### src/rtl/dma_pkg.sv
package dma_pkg;
  typedef enum logic [1:0] {MODE_IO, MODE_RPT, MODE_IDLE} mode_e;
  typedef enum logic [1:0] {ST_IDLE, ST_RD, ST_WR} bus_st_e;

  localparam logic [1:0] REG_MAR  = 2'd0;
  localparam logic [1:0] REG_CNT  = 2'd1;
  localparam logic [1:0] REG_CTRL = 2'd2;

  localparam int unsigned CB_EN   = 0;
  localparam int unsigned CB_SIZE = 1;
  localparam int unsigned CB_DIR  = 2;
  localparam int unsigned CB_RPT  = 3;
  localparam int unsigned CB_IE   = 4;
  localparam int unsigned CB_IRQ  = 5;
  localparam int unsigned CTRL_W  = 5;

  function automatic mode_e decode_mode(input logic rpt, input logic ie);
    if (!rpt)    return MODE_IO;
    else if (ie) return MODE_IDLE;
    else         return MODE_RPT;
  endfunction
endpackage

### src/rtl/dma_ctrl_regs.sv
module dma_ctrl_regs
  import dma_pkg::*;
(
  input  logic              clk_i,
  input  logic              rst_ni,
  input  logic              we_i,
  input  logic [CTRL_W-1:0] wdata_i,
  input  logic              hw_clr_i,
  output logic              en_o,
  output logic              size_o,
  output logic              dir_o,
  output logic              rpt_o,
  output logic              ie_o,
  output logic              irq_o
);
  logic en_q, size_q, dir_q, rpt_q, ie_q, irq_q;
  logic en_d, ie_d, irq_d;

  always_comb begin
    ie_d = we_i ? wdata_i[CB_IE] : ie_q;
    if (we_i)          en_d = wdata_i[CB_EN];
    else if (hw_clr_i) en_d = 1'b0;
    else               en_d = en_q;
    // set beats clear when one write both disables and acknowledges
    if (en_q && !en_d && ie_d) irq_d = 1'b1;
    else if (we_i)             irq_d = 1'b0;
    else                       irq_d = irq_q;
  end

  always_ff @(posedge clk_i or negedge rst_ni) begin
    if (!rst_ni) begin
      en_q <= 1'b0; size_q <= 1'b0; dir_q <= 1'b0;
      rpt_q <= 1'b0; ie_q <= 1'b0; irq_q <= 1'b0;
    end else begin
      en_q  <= en_d;
      ie_q  <= ie_d;
      irq_q <= irq_d;
      if (we_i) begin
        size_q <= wdata_i[CB_SIZE];
        dir_q  <= wdata_i[CB_DIR];
        rpt_q  <= wdata_i[CB_RPT];
      end
    end
  end

  assign en_o   = en_q;
  assign size_o = size_q;
  assign dir_o  = dir_q;
  assign rpt_o  = rpt_q;
  assign ie_o   = ie_q;
  assign irq_o  = irq_q;

  assert_irq_gate_R6: assert property (@(posedge clk_i) disable iff (!rst_ni)
    $rose(irq_q) |-> ie_q);
endmodule

### src/rtl/dma_addr_unit.sv
module dma_addr_unit #(
  parameter int unsigned ADDR_W = 24
) (
  input  logic              clk_i,
  input  logic              rst_ni,
  input  logic              we_i,
  input  logic [ADDR_W-1:0] wdata_i,
  input  logic              step_i,
  input  logic              reload_i,
  input  logic              size_i,
  input  logic              dir_i,
  output logic [ADDR_W-1:0] mar_o
);
  logic [ADDR_W-1:0] mar_q, start_q, inc;

  assign inc = size_i ? ADDR_W'(2) : ADDR_W'(1);

  always_ff @(posedge clk_i or negedge rst_ni) begin
    if (!rst_ni) begin
      mar_q   <= '0;
      start_q <= '0;
    end else if (we_i) begin
      mar_q   <= wdata_i;
      start_q <= wdata_i;
    end else if (reload_i) begin
      mar_q <= start_q;
    end else if (step_i) begin
      mar_q <= dir_i ? mar_q - inc : mar_q + inc;
    end
  end

  assign mar_o = mar_q;
endmodule

### src/rtl/dma_count_unit.sv
module dma_count_unit #(
  parameter int unsigned CNT_W = 16
) (
  input  logic             clk_i,
  input  logic             rst_ni,
  input  logic             we_i,
  input  logic [CNT_W-1:0] wdata_i,
  input  logic             dec_i,
  input  logic             reload_i,
  output logic [CNT_W-1:0] cnt_o,
  output logic             last_o
);
  logic [CNT_W-1:0] cnt_q, init_q;

  always_ff @(posedge clk_i or negedge rst_ni) begin
    if (!rst_ni) begin
      cnt_q  <= '0;
      init_q <= '0;
    end else if (we_i) begin
      cnt_q  <= wdata_i;
      init_q <= wdata_i;
    end else if (reload_i) begin
      cnt_q <= init_q;
    end else if (dec_i) begin
      cnt_q <= cnt_q - CNT_W'(1);
    end
  end

  assign cnt_o  = cnt_q;
  assign last_o = (cnt_q == CNT_W'(1));
endmodule

### src/rtl/dma_bus_fsm.sv
module dma_bus_fsm
  import dma_pkg::*;
#(
  parameter int unsigned      ADDR_W      = 24,
  parameter logic [ADDR_W-1:0] PERIPH_ADDR = '0,
  localparam int unsigned     BE_W        = 2,
  localparam int unsigned     DATA_W      = 8 * BE_W
) (
  input  logic              clk_i,
  input  logic              rst_ni,
  input  logic              start_i,
  input  logic              size_i,
  input  logic [ADDR_W-1:0] mar_i,
  output logic              bus_req_o,
  output logic              bus_we_o,
  output logic [ADDR_W-1:0] bus_addr_o,
  output logic [BE_W-1:0]   bus_be_o,
  output logic [DATA_W-1:0] bus_wdata_o,
  input  logic [DATA_W-1:0] bus_rdata_i,
  input  logic              bus_ack_i,
  output logic              busy_o,
  output logic              done_o
);
  bus_st_e           state_q, state_d;
  logic [DATA_W-1:0] data_q;
  logic [ADDR_W-1:0] mem_a, per_a;
  logic [BE_W-1:0]   mem_be, per_be;
  logic [7:0]        lane;

  always_comb begin
    mem_a  = size_i ? {mar_i[ADDR_W-1:1], 1'b0} : mar_i;
    per_a  = size_i ? {PERIPH_ADDR[ADDR_W-1:1], 1'b0} : PERIPH_ADDR;
    mem_be = size_i ? 2'b11 : (mar_i[0] ? 2'b10 : 2'b01);
    per_be = size_i ? 2'b11 : (PERIPH_ADDR[0] ? 2'b10 : 2'b01);
    lane   = mar_i[0] ? bus_rdata_i[15:8] : bus_rdata_i[7:0];
  end

  always_comb begin
    state_d = state_q;
    unique case (state_q)
      ST_IDLE: if (start_i)   state_d = ST_RD;
      ST_RD:   if (bus_ack_i) state_d = ST_WR;
      ST_WR:   if (bus_ack_i) state_d = ST_IDLE;
      default:                state_d = ST_IDLE;
    endcase
  end

  always_ff @(posedge clk_i or negedge rst_ni) begin
    if (!rst_ni) begin
      state_q <= ST_IDLE;
      data_q  <= '0;
    end else begin
      state_q <= state_d;
      if (state_q == ST_RD && bus_ack_i)
        data_q <= size_i ? bus_rdata_i : {lane, lane};
    end
  end

  assign bus_req_o   = (state_q != ST_IDLE);
  assign bus_we_o    = (state_q == ST_WR);
  assign bus_addr_o  = bus_we_o ? per_a : mem_a;
  assign bus_be_o    = bus_we_o ? per_be : mem_be;
  assign bus_wdata_o = data_q;
  assign busy_o      = (state_q != ST_IDLE);
  assign done_o      = (state_q == ST_WR) && bus_ack_i;

  assert_req_hold_R10: assert property (@(posedge clk_i) disable iff (!rst_ni)
    (bus_req_o && !bus_ack_i) |=> bus_req_o);
  assert_rd_then_wr_R10: assert property (@(posedge clk_i) disable iff (!rst_ni)
    (bus_req_o && !bus_we_o && bus_ack_i) |=> (bus_req_o && bus_we_o));
  assert_word_align_R8: assert property (@(posedge clk_i) disable iff (!rst_ni)
    (bus_req_o && !bus_we_o && size_i) |-> (bus_be_o == 2'b11 && !bus_addr_o[0]));
endmodule

### src/rtl/dma_channel.sv
module dma_channel
  import dma_pkg::*;
#(
  parameter int unsigned       ADDR_W      = 24,
  parameter int unsigned       CNT_W       = 16,
  parameter int unsigned       REG_W       = 32,
  parameter logic [ADDR_W-1:0] PERIPH_ADDR = ADDR_W'(24'h00F000)
) (
  input  logic             clk_i,
  input  logic             rst_ni,
  input  logic             reg_we_i,
  input  logic [1:0]       reg_addr_i,
  input  logic [REG_W-1:0] reg_wdata_i,
  output logic [REG_W-1:0] reg_rdata_o,
  input  logic             trigger_i,
  output logic             bus_req_o,
  output logic             bus_we_o,
  output logic [ADDR_W-1:0] bus_addr_o,
  output logic [1:0]       bus_be_o,
  output logic [15:0]      bus_wdata_o,
  input  logic [15:0]      bus_rdata_i,
  input  logic             bus_ack_i,
  output logic             irq_o
);
  logic              mar_we, cnt_we, ctrl_we;
  logic              en, size, dir, rpt, ie, irq;
  logic [ADDR_W-1:0] mar;
  logic [CNT_W-1:0]  cnt;
  logic              last, busy, done, start;
  logic              wrap, step, hw_clr;
  mode_e             mode;
  logic              unused_wdata;

  assign mar_we  = reg_we_i && (reg_addr_i == REG_MAR);
  assign cnt_we  = reg_we_i && (reg_addr_i == REG_CNT);
  assign ctrl_we = reg_we_i && (reg_addr_i == REG_CTRL);
  assign unused_wdata = ^reg_wdata_i;

  assign mode   = decode_mode(rpt, ie);
  assign start  = trigger_i && en && !busy;
  assign wrap   = done && last && (mode == MODE_RPT);
  assign step   = done && (mode != MODE_IDLE) && !wrap;
  assign hw_clr = done && last && (mode != MODE_RPT);

  dma_ctrl_regs i_ctrl (
    .clk_i, .rst_ni,
    .we_i     (ctrl_we),
    .wdata_i  (reg_wdata_i[CTRL_W-1:0]),
    .hw_clr_i (hw_clr),
    .en_o     (en),
    .size_o   (size),
    .dir_o    (dir),
    .rpt_o    (rpt),
    .ie_o     (ie),
    .irq_o    (irq)
  );

  dma_addr_unit #(.ADDR_W(ADDR_W)) i_addr (
    .clk_i, .rst_ni,
    .we_i     (mar_we),
    .wdata_i  (reg_wdata_i[ADDR_W-1:0]),
    .step_i   (step),
    .reload_i (wrap),
    .size_i   (size),
    .dir_i    (dir),
    .mar_o    (mar)
  );

  dma_count_unit #(.CNT_W(CNT_W)) i_cnt (
    .clk_i, .rst_ni,
    .we_i     (cnt_we),
    .wdata_i  (reg_wdata_i[CNT_W-1:0]),
    .dec_i    (done),
    .reload_i (wrap),
    .cnt_o    (cnt),
    .last_o   (last)
  );

  dma_bus_fsm #(.ADDR_W(ADDR_W), .PERIPH_ADDR(PERIPH_ADDR)) i_bus (
    .clk_i, .rst_ni,
    .start_i     (start),
    .size_i      (size),
    .mar_i       (mar),
    .bus_req_o   (bus_req_o),
    .bus_we_o    (bus_we_o),
    .bus_addr_o  (bus_addr_o),
    .bus_be_o    (bus_be_o),
    .bus_wdata_o (bus_wdata_o),
    .bus_rdata_i (bus_rdata_i),
    .bus_ack_i   (bus_ack_i),
    .busy_o      (busy),
    .done_o      (done)
  );

  always_comb begin
    reg_rdata_o = '0;
    unique case (reg_addr_i)
      REG_MAR:  reg_rdata_o[ADDR_W-1:0] = mar;
      REG_CNT:  reg_rdata_o[CNT_W-1:0]  = cnt;
      REG_CTRL: begin
        reg_rdata_o[CB_EN]   = en;
        reg_rdata_o[CB_SIZE] = size;
        reg_rdata_o[CB_DIR]  = dir;
        reg_rdata_o[CB_RPT]  = rpt;
        reg_rdata_o[CB_IE]   = ie;
        reg_rdata_o[CB_IRQ]  = irq;
      end
      default:  reg_rdata_o = '0;
    endcase
  end

  assign irq_o = irq;

  assert_rpt_keep_en_R4: assert property (@(posedge clk_i) disable iff (!rst_ni)
    (done && last && mode == MODE_RPT && !reg_we_i) |=> en);
  assert_idle_hold_R5: assert property (@(posedge clk_i) disable iff (!rst_ni)
    (done && mode == MODE_IDLE && !reg_we_i) |=> $stable(mar));
  assert_auto_clear_R5: assert property (@(posedge clk_i) disable iff (!rst_ni)
    (done && last && mode != MODE_RPT && !reg_we_i) |=> !en);
  assert_trig_ignored_R9: assert property (@(posedge clk_i) disable iff (!rst_ni)
    (!bus_req_o && !en) |=> !bus_req_o);
endmodule

### config.mk
export PLATFORM = sky130hd
export DESIGN_NAME = dma_channel
export DESIGN_NICKNAME = d
export VERILOG_FILES = /design/src/rtl/dma_pkg.sv /design/src/rtl/dma_ctrl_regs.sv /design/src/rtl/dma_addr_unit.sv /design/src/rtl/dma_count_unit.sv /design/src/rtl/dma_bus_fsm.sv /design/src/rtl/dma_channel.sv
export SDC_FILE = /design/constraint.sdc
export NUM_CORES = 1
export LEC_CHECK = 0
export ABC_AREA = 1
export CORE_ASPECT_RATIO = 1.25
export CORE_MARGIN = 3
export CORE_UTILIZATION = 26
export DETAILED_ROUTE_END_ITERATION = 8
export GPL_TIMING_DRIVEN = 0
export PLACE_DENSITY_LB_ADDON = 0.2
export SETUP_SLACK_MARGIN = 0.2
export SLEW_MARGIN = 30
export SYNTH_ARGS = -nofsm -noshare
export SYNTH_HDL_FRONTEND = slang
export SYNTH_SLANG_ARGS = --single-unit
### constraint.sdc
create_clock -name clk_i -period 2.4 [get_ports clk_i]
set_clock_uncertainty 0.05 [all_clocks]
set_input_delay 0.48 -clock clk_i [delete_from_list [all_inputs] [get_ports clk_i]]
set_output_delay 0.48 -clock clk_i [all_outputs]
set_load 0.005 [all_outputs]
# Yosys cells after proc, flatten, opt, wreduce, memory -nomap -nowiden

Index checks and enable logic that the tools add are counted.

Flip-flop bits (word level): 104
Word-level logic and storage cells: 80
Input bits: 55
Output and inout port bits: 77

Equal/unequal tests: 11
Muxes and demuxes: 30
Reduce and logical (&&, ||, !) cells: 24
Add/subtract/negate cells: 3

Operators by type and width:

| kind                  | number |
|---|---|
| $mux 24               | 5 |
| $mux 16               | 4 |
| $add 24x2->24         | 1 |
| $sub 24x2->24         | 1 |
| $mux 2                | 10 |
| $pmux 10 s2           | 1 |
| $pmux 6 s3            | 1 |
| $eq 16x1->1 const B   | 1 |
| $mux 8                | 2 |
| $sub 16x1->16 const B | 1 |
| $logic_and 1x1->1     | 14 |
| $eq 2x1->1 const B    | 3 |
| $mux 1                | 6 |
| $ne 2x2->1 const B    | 3 |
| $pmux 2 s3            | 1 |
| $reduce_bool 3->1     | 2 |
| $eq 2x2->1 const B    | 2 |
| $logic_not 2->1       | 2 |
| $ne 2x1->1 const B    | 2 |
| $reduce_bool 2->1     | 2 |
| $logic_not 1->1       | 3 |
| $reduce_and 3->1      | 1 |

# Longest topological paths before layout

Depth after elaboration: 10
Depth in mapped cells: 16
Depth with buffers taken out: 15

# Hierarchy

Synthesis repeated with hierarchy kept, for this count alone.

Cell total of the unflattened synthesis: 1265
Area total of the unflattened synthesis: 7966.4 um^2

Modules (own cells, without submodules):

| module         | sequential area each (um^2) | instances | cells each | area an instance (um^2) |
|---|---|---|---|---|
| dma_addr_unit  | 1201.2                      | 1         | 618        | 3913.8 |
| dma_count_unit | 800.8                       | 1         | 274        | 1934.4 |
| dma_bus_fsm    | 450.4                       | 1         | 237        | 1346.3 |
| dma_channel    | 0.0                         | 1         | 102        | 509.2 |
| dma_ctrl_regs  | 150.1                       | 1         | 34         | 262.8 |

# Least setup slack after synthesis

No wires, ideal clock.

Path type: flip-flop to flip-flop
Start: register i_ctrl.size_q, in the netlist i_ctrl.size_o
End: register i_addr.mar_q[12], in the netlist i_addr.mar_o[12]
Setup time: 0.121 ns
Clock period less this slack: 2.466 ns
Arrival: 2.295 ns
Slack: -0.066 ns
Data required time: 2.229 ns
Stages on the path, launching flop included: 16
Cell sequence: dfrtp_1 > clkbuf_1 > clkbuf_1 > inv_1 > ha_1 > inv_1 > fa_1 > nand2_1 > nand2_1 > nand2_1 > o21ai_0 > nand2_1 > nand2_1 > nor2_1 > o21bai_1 > nand2_1

Longest elaborated chain between the ends: 6
Elaborated cells on any way between the ends: 7
Classes of those cells: add/sub: 2; mux: 5

Ends and longest elaborated chain:

| what                                                  | RTL line            | source |
|---|---|---|
| start, declared                                       | dma_ctrl_regs.sv:16 | `logic en_q, size_q, dir_q, rpt_q, ie_q, irq_q;` |
| start signal, assigned                                | dma_ctrl_regs.sv:39 | `size_q <= wdata_i[CB_SIZE];` |
| $mux 2 (*)                                            | dma_addr_unit.sv:16 | `assign inc = size_i ? ADDR_W'(2) : ADDR_W'(1);` |
| $add 24x2->24 / $sub 24x2->24 (equally long branches) | dma_addr_unit.sv:28 | `mar_q <= dir_i ? mar_q - inc : mar_q + inc;` |
| $mux 24 (*)                                           | dma_addr_unit.sv:28 |  |
| $mux 24 (*)                                           | dma_addr_unit.sv:27 | `end else if (step_i) begin` |
| $mux 24 (*)                                           | dma_addr_unit.sv:25 | `end else if (reload_i) begin` |
| $mux 24 (*)                                           | dma_addr_unit.sv:22 | `end else if (we_i) begin` |
| end signal, assigned                                  | dma_addr_unit.sv:23 | `mar_q <= wdata_i;` |
| end signal, assigned                                  | dma_addr_unit.sv:26 | `mar_q <= start_q;` |
| end signal, assigned                                  | dma_addr_unit.sv:28 |  |
| end, declared                                         | dma_addr_unit.sv:14 | `logic [ADDR_W-1:0] mar_q, start_q, inc;` |

Every way passes the cells marked *; elsewhere a longest branch is shown, timed or not. The select of a mux whose other input is x is not followed.
A chain may end at the register's enable or synchronous reset.

# Worst setup path after layout

Start: register i_ctrl.dir_q, in the netlist i_ctrl.dir_o
End: register i_addr.mar_q[20], in the netlist i_addr.mar_o[20]

Longest elaborated chain between the ends: 4

Ends and longest elaborated chain:

| what                   | RTL line            | source |
|---|---|---|
| start, declared        | dma_ctrl_regs.sv:16 |  |
| start signal, assigned | dma_ctrl_regs.sv:40 | `dir_q <= wdata_i[CB_DIR];` |
| $mux 24                | dma_addr_unit.sv:28 |  |
| $mux 24                | dma_addr_unit.sv:27 |  |
| $mux 24                | dma_addr_unit.sv:25 |  |
| $mux 24                | dma_addr_unit.sv:22 |  |

Every way passes these cells. The select of a mux whose other input is x is not followed.

==> impl_metrics.tcl <==
set metrics [dict create \
    postRouteWirelength_um 29100 \
    hold_class "flop to flop" \
    whs_ns 0.429 \
    antenna_cells 0 \
    yosys.cell_types.count 41 \
    ys_warn_count 0 \
    viasPerCell 4.80 \
    startpoint_type "flop" \
    pwr-share-clk_pct 13.7 \
    switching_power_uw 4940 \
    ant_nets 0 \
    syn_inst 1102 \
    holdCritStartpoint "i_addr.start_q[8]" \
    grtUsageTotal_pct 18.7 \
    final_cells 1629 \
    final-setup-viol-count 0 \
    synth.avg_cell_area_um2 6.71 \
    path_clk_slew_ns 0.07 \
    gp_congestion 0.890 \
    grt_antenna_before_repair 0 \
    grt_pass1_wl_um 44300 \
    muxShareOfSynthArea_pct 0 \
    num-nets-final 1355 \
    drcViolationCount 0 \
    cts.sinks 104 \
    post-place-ws_ns -0.774 \
    p_leak_uw 0.00530 \
    fp.dieW_um 157 \
    synth-xor-area-share_pct 1.30 \
    grt_overflow_total 0 \
    grt_max_degree 59 \
    min_to "i_addr.start_q[8]" \
    core_um2 27800 \
    period_share_pct 96.3 \
    worst_slew_pin_slew_ns 0.767 \
    seqPwrFrac_pct 25.7 \
    start_util_pct 26.6 \
    outcome "finished clean" \
    finalHoldViolations 0 \
    cp-end-kind "flop" \
    drv_cap 0 \
    port_buffers 115 \
    cts_tree "built" \
    rrSetupSlack_ns 0.09 \
    cp_max_fo 7 \
    num_vias 7815 \
    worstReg2RegEnd "i_addr.mar_o[20]" \
    io-pin-count 132 \
    vdd_drop_max_v 0.000489 \
    synth_edf_count 0 \
    timing.final.ws_setup_ns 0.0888 \
    fmax_ghz 0.433 \
    fp.dieArea_um2 30500 \
    cts_buffers 9 \
    ys_async_sr_fraction_pct 100 \
    internal-power_uw 6170 \
    die_height_um 195 \
    critPathKind "flop to flop" \
    ys.flop_type "dfrtp_1" \
    detail_route.wl_per_cell_um 17.8 \
    finalPower_uw 11100 \
    dp_hpwl_um 21900 \
    drtPass1Iterations 5 \
    netlist_area_um2 7390 \
    dp_cells 1575 \
    first_global_vias 7714 \
    min_path_cells 2 \
    fin_crit_ns 2.31 \
    syn_to_final_growth_pct 41.3 \
    crit_arrival_ns 2.52 \
    synth_compound_area_share_pct 16.8 \
    rows 68 \
    crit_required_ns 2.61 \
    synthAdderAreaFrac_pct 4.50 \
    pwr-share-comb_pct 60.6 \
    synth_top_family_by_area "simple AND/OR/NAND/NOR gates" \
    ys_ff_latch 104 \
    maxSlewViolCount 0 \
    rsz0062_at_grt "yes" \
    synth-seq-area-share_pct 35.2 \
    clock_path_buffers 2 \
    reg2regPathDepth 13 \
    max_slew_margin_pct 48.9 \
    drive_above_1_share_pct 17.9 \
    drt-initial-drc-count 551 \
    clkLatencyLatePin_ns 0.36 \
    switching_share_pct 44.5 \
    r2r_start "i_ctrl.dir_o" \
    powerDensity_nw_per_um2 1060 \
    root_buffer "clkbuf_16" \
    ctsHtreeMaxLevel 3 \
    synthSimpleGateAreaFrac_pct 29.4 \
    final_util_pct 37.5 \
]
[placed cells by master, fill, tap and decap left out, types with 17 or more instances in the layout]
cell type        netlist  layout
nand2_2                3      17
ha_4                   0      19
o22ai_1               28      20
o21ai_0               60      59
nor2_2                 7      21
inv_1                177     170
o21ai_1               20      20
dfrtp_1              104     103
clkdlybuf4s50_1        0      64
nand2_1              325     306
nor2_1               113      90
dlygate4sd2_1          0      30
buf_4                  9      40
nand3_1               54      44
a21oi_1               35      31
[per-layer routing]
layer	vias up	wire length (um)	global-route usage, %
met5	-	0	0
met4	0	750	5.51
met3	37	1080	2.16
met2	192	14600	32.4
met1	3733	12600	24.2
li1	3853	-	-
[worst max-delay path, stage by stage (launching register included)]
cell,delay [ns]
dfrtp_4,0.55
buf_8,0.18
inv_4,0.08
nor2_4,0.05
fa_2,0.43
nand2_2,0.12
nand2_4,0.07
nand2_4,0.10
nand3b_1,0.18
nand3_1,0.09
nand2_1,0.09
nand3_2,0.08
nand2_1,0.08
nand2_1,0.05
[registers in the layout (all words and copies together) (netlist names)]
register,flops
i_bus.bus_wdata_o,16
i_addr.start_q,24
i_addr.mar_o,24
i_ctrl.rpt_o,1
i_ctrl.en_o,1
i_cnt.cnt_o,16
i_ctrl.dir_o,1
i_cnt.init_q,16
i_ctrl.ie_o,1
i_ctrl.irq_o,1
i_bus.state_q,2
i_ctrl.size_o,1
[cells by family after synthesis]
group / after synthesis
buf+inv: 228
flops: 104
xor+xnor: 11
fa+ha+maj: 26
simple gates: 532
other cells: 1
compound gates: 200
[cells in the mapped netlist, types with 13 or more instances]
master,number,area (um^2)
o21ai_0,60,300
o22ai_1,28,175
nand2_1,325,1220
inv_1,177,664
dfrtp_1,104,2600
a21oi_1,35,175
o21ai_1,20,100
ha_1,25,313
nor2_1,113,424
clkbuf_1,18,67.6
o211ai_1,13,97.6
a2bb2oi_1,16,140
nand3_1,54,270
[final cells by class]
type / instances / area (um^2)
timing repair buffer: 154 / 1490
multi-input combinational: 777 / 4540
sequential: 104 / 2610
tap: 350 / 438
clock buffer: 11 / 233
fill: 2906 / 17400
inverter: 186 / 721
buffer: 42 / 367
clock inverter: 5 / 56.3
[worst max-delay path by stage]
stage                               start  cells after the start  slack [ns]                to
after CTS                    i_ctrl.dir_o                     11        0.09  i_addr.mar_o[20]
after global placement             rst_ni                      1       -4.10      i_ctrl.dir_o
after detailed placement    reg_addr_i[1]                      6       -0.77   reg_rdata_o[10]
after global routing        i_ctrl.size_o                     15       0.009  i_addr.mar_o[20]
final                        i_ctrl.dir_o                     13        0.09  i_addr.mar_o[20]
after floorplan           i_addr.mar_o[0]                     16        0.22  i_addr.mar_o[12]
[power by group through the flow]
| stage | Combinational [uW] | Sequential, uW | Clock (uW) |
|---|---|---|---|
| after floorplan | 3440 | 2690 | 0 |
| after global placement | 5560 | 2840 | 0 |
| after detailed placement | 5580 | 2840 | 0 |
| after CTS | 6340 | 2830 | 1550 |
| after global routing | 7470 | 2930 | 1610 |
| final | 6730 | 2860 | 1520 |
[timing repair]
| action | CTS | global route |
|---|---|---|
| gates cloned | 0 | 1 |
| setup buffers | 24 | 12 |
| pin swaps | 13 | 25 |
| endpoints found under the setup margin | 98 | 63 |
| hold endpoints to repair | 46 | 0 |
| resized for setup | 175 | 71 |
| hold buffers | 1 | 0 |
[through the flow]
| step | TNS, ns | cell area [um^2] |
|---|---|---|
| floorplan | 0 | 7440 |
| global placement | -409.82 | 9030 |
| detailed placement | -27.72 | 9060 |
| CTS | 0 | 10100 |
| global route | 0 | 10400 |
| finish | 0 | 10400 |
Power figures use the tool's default switching activity.
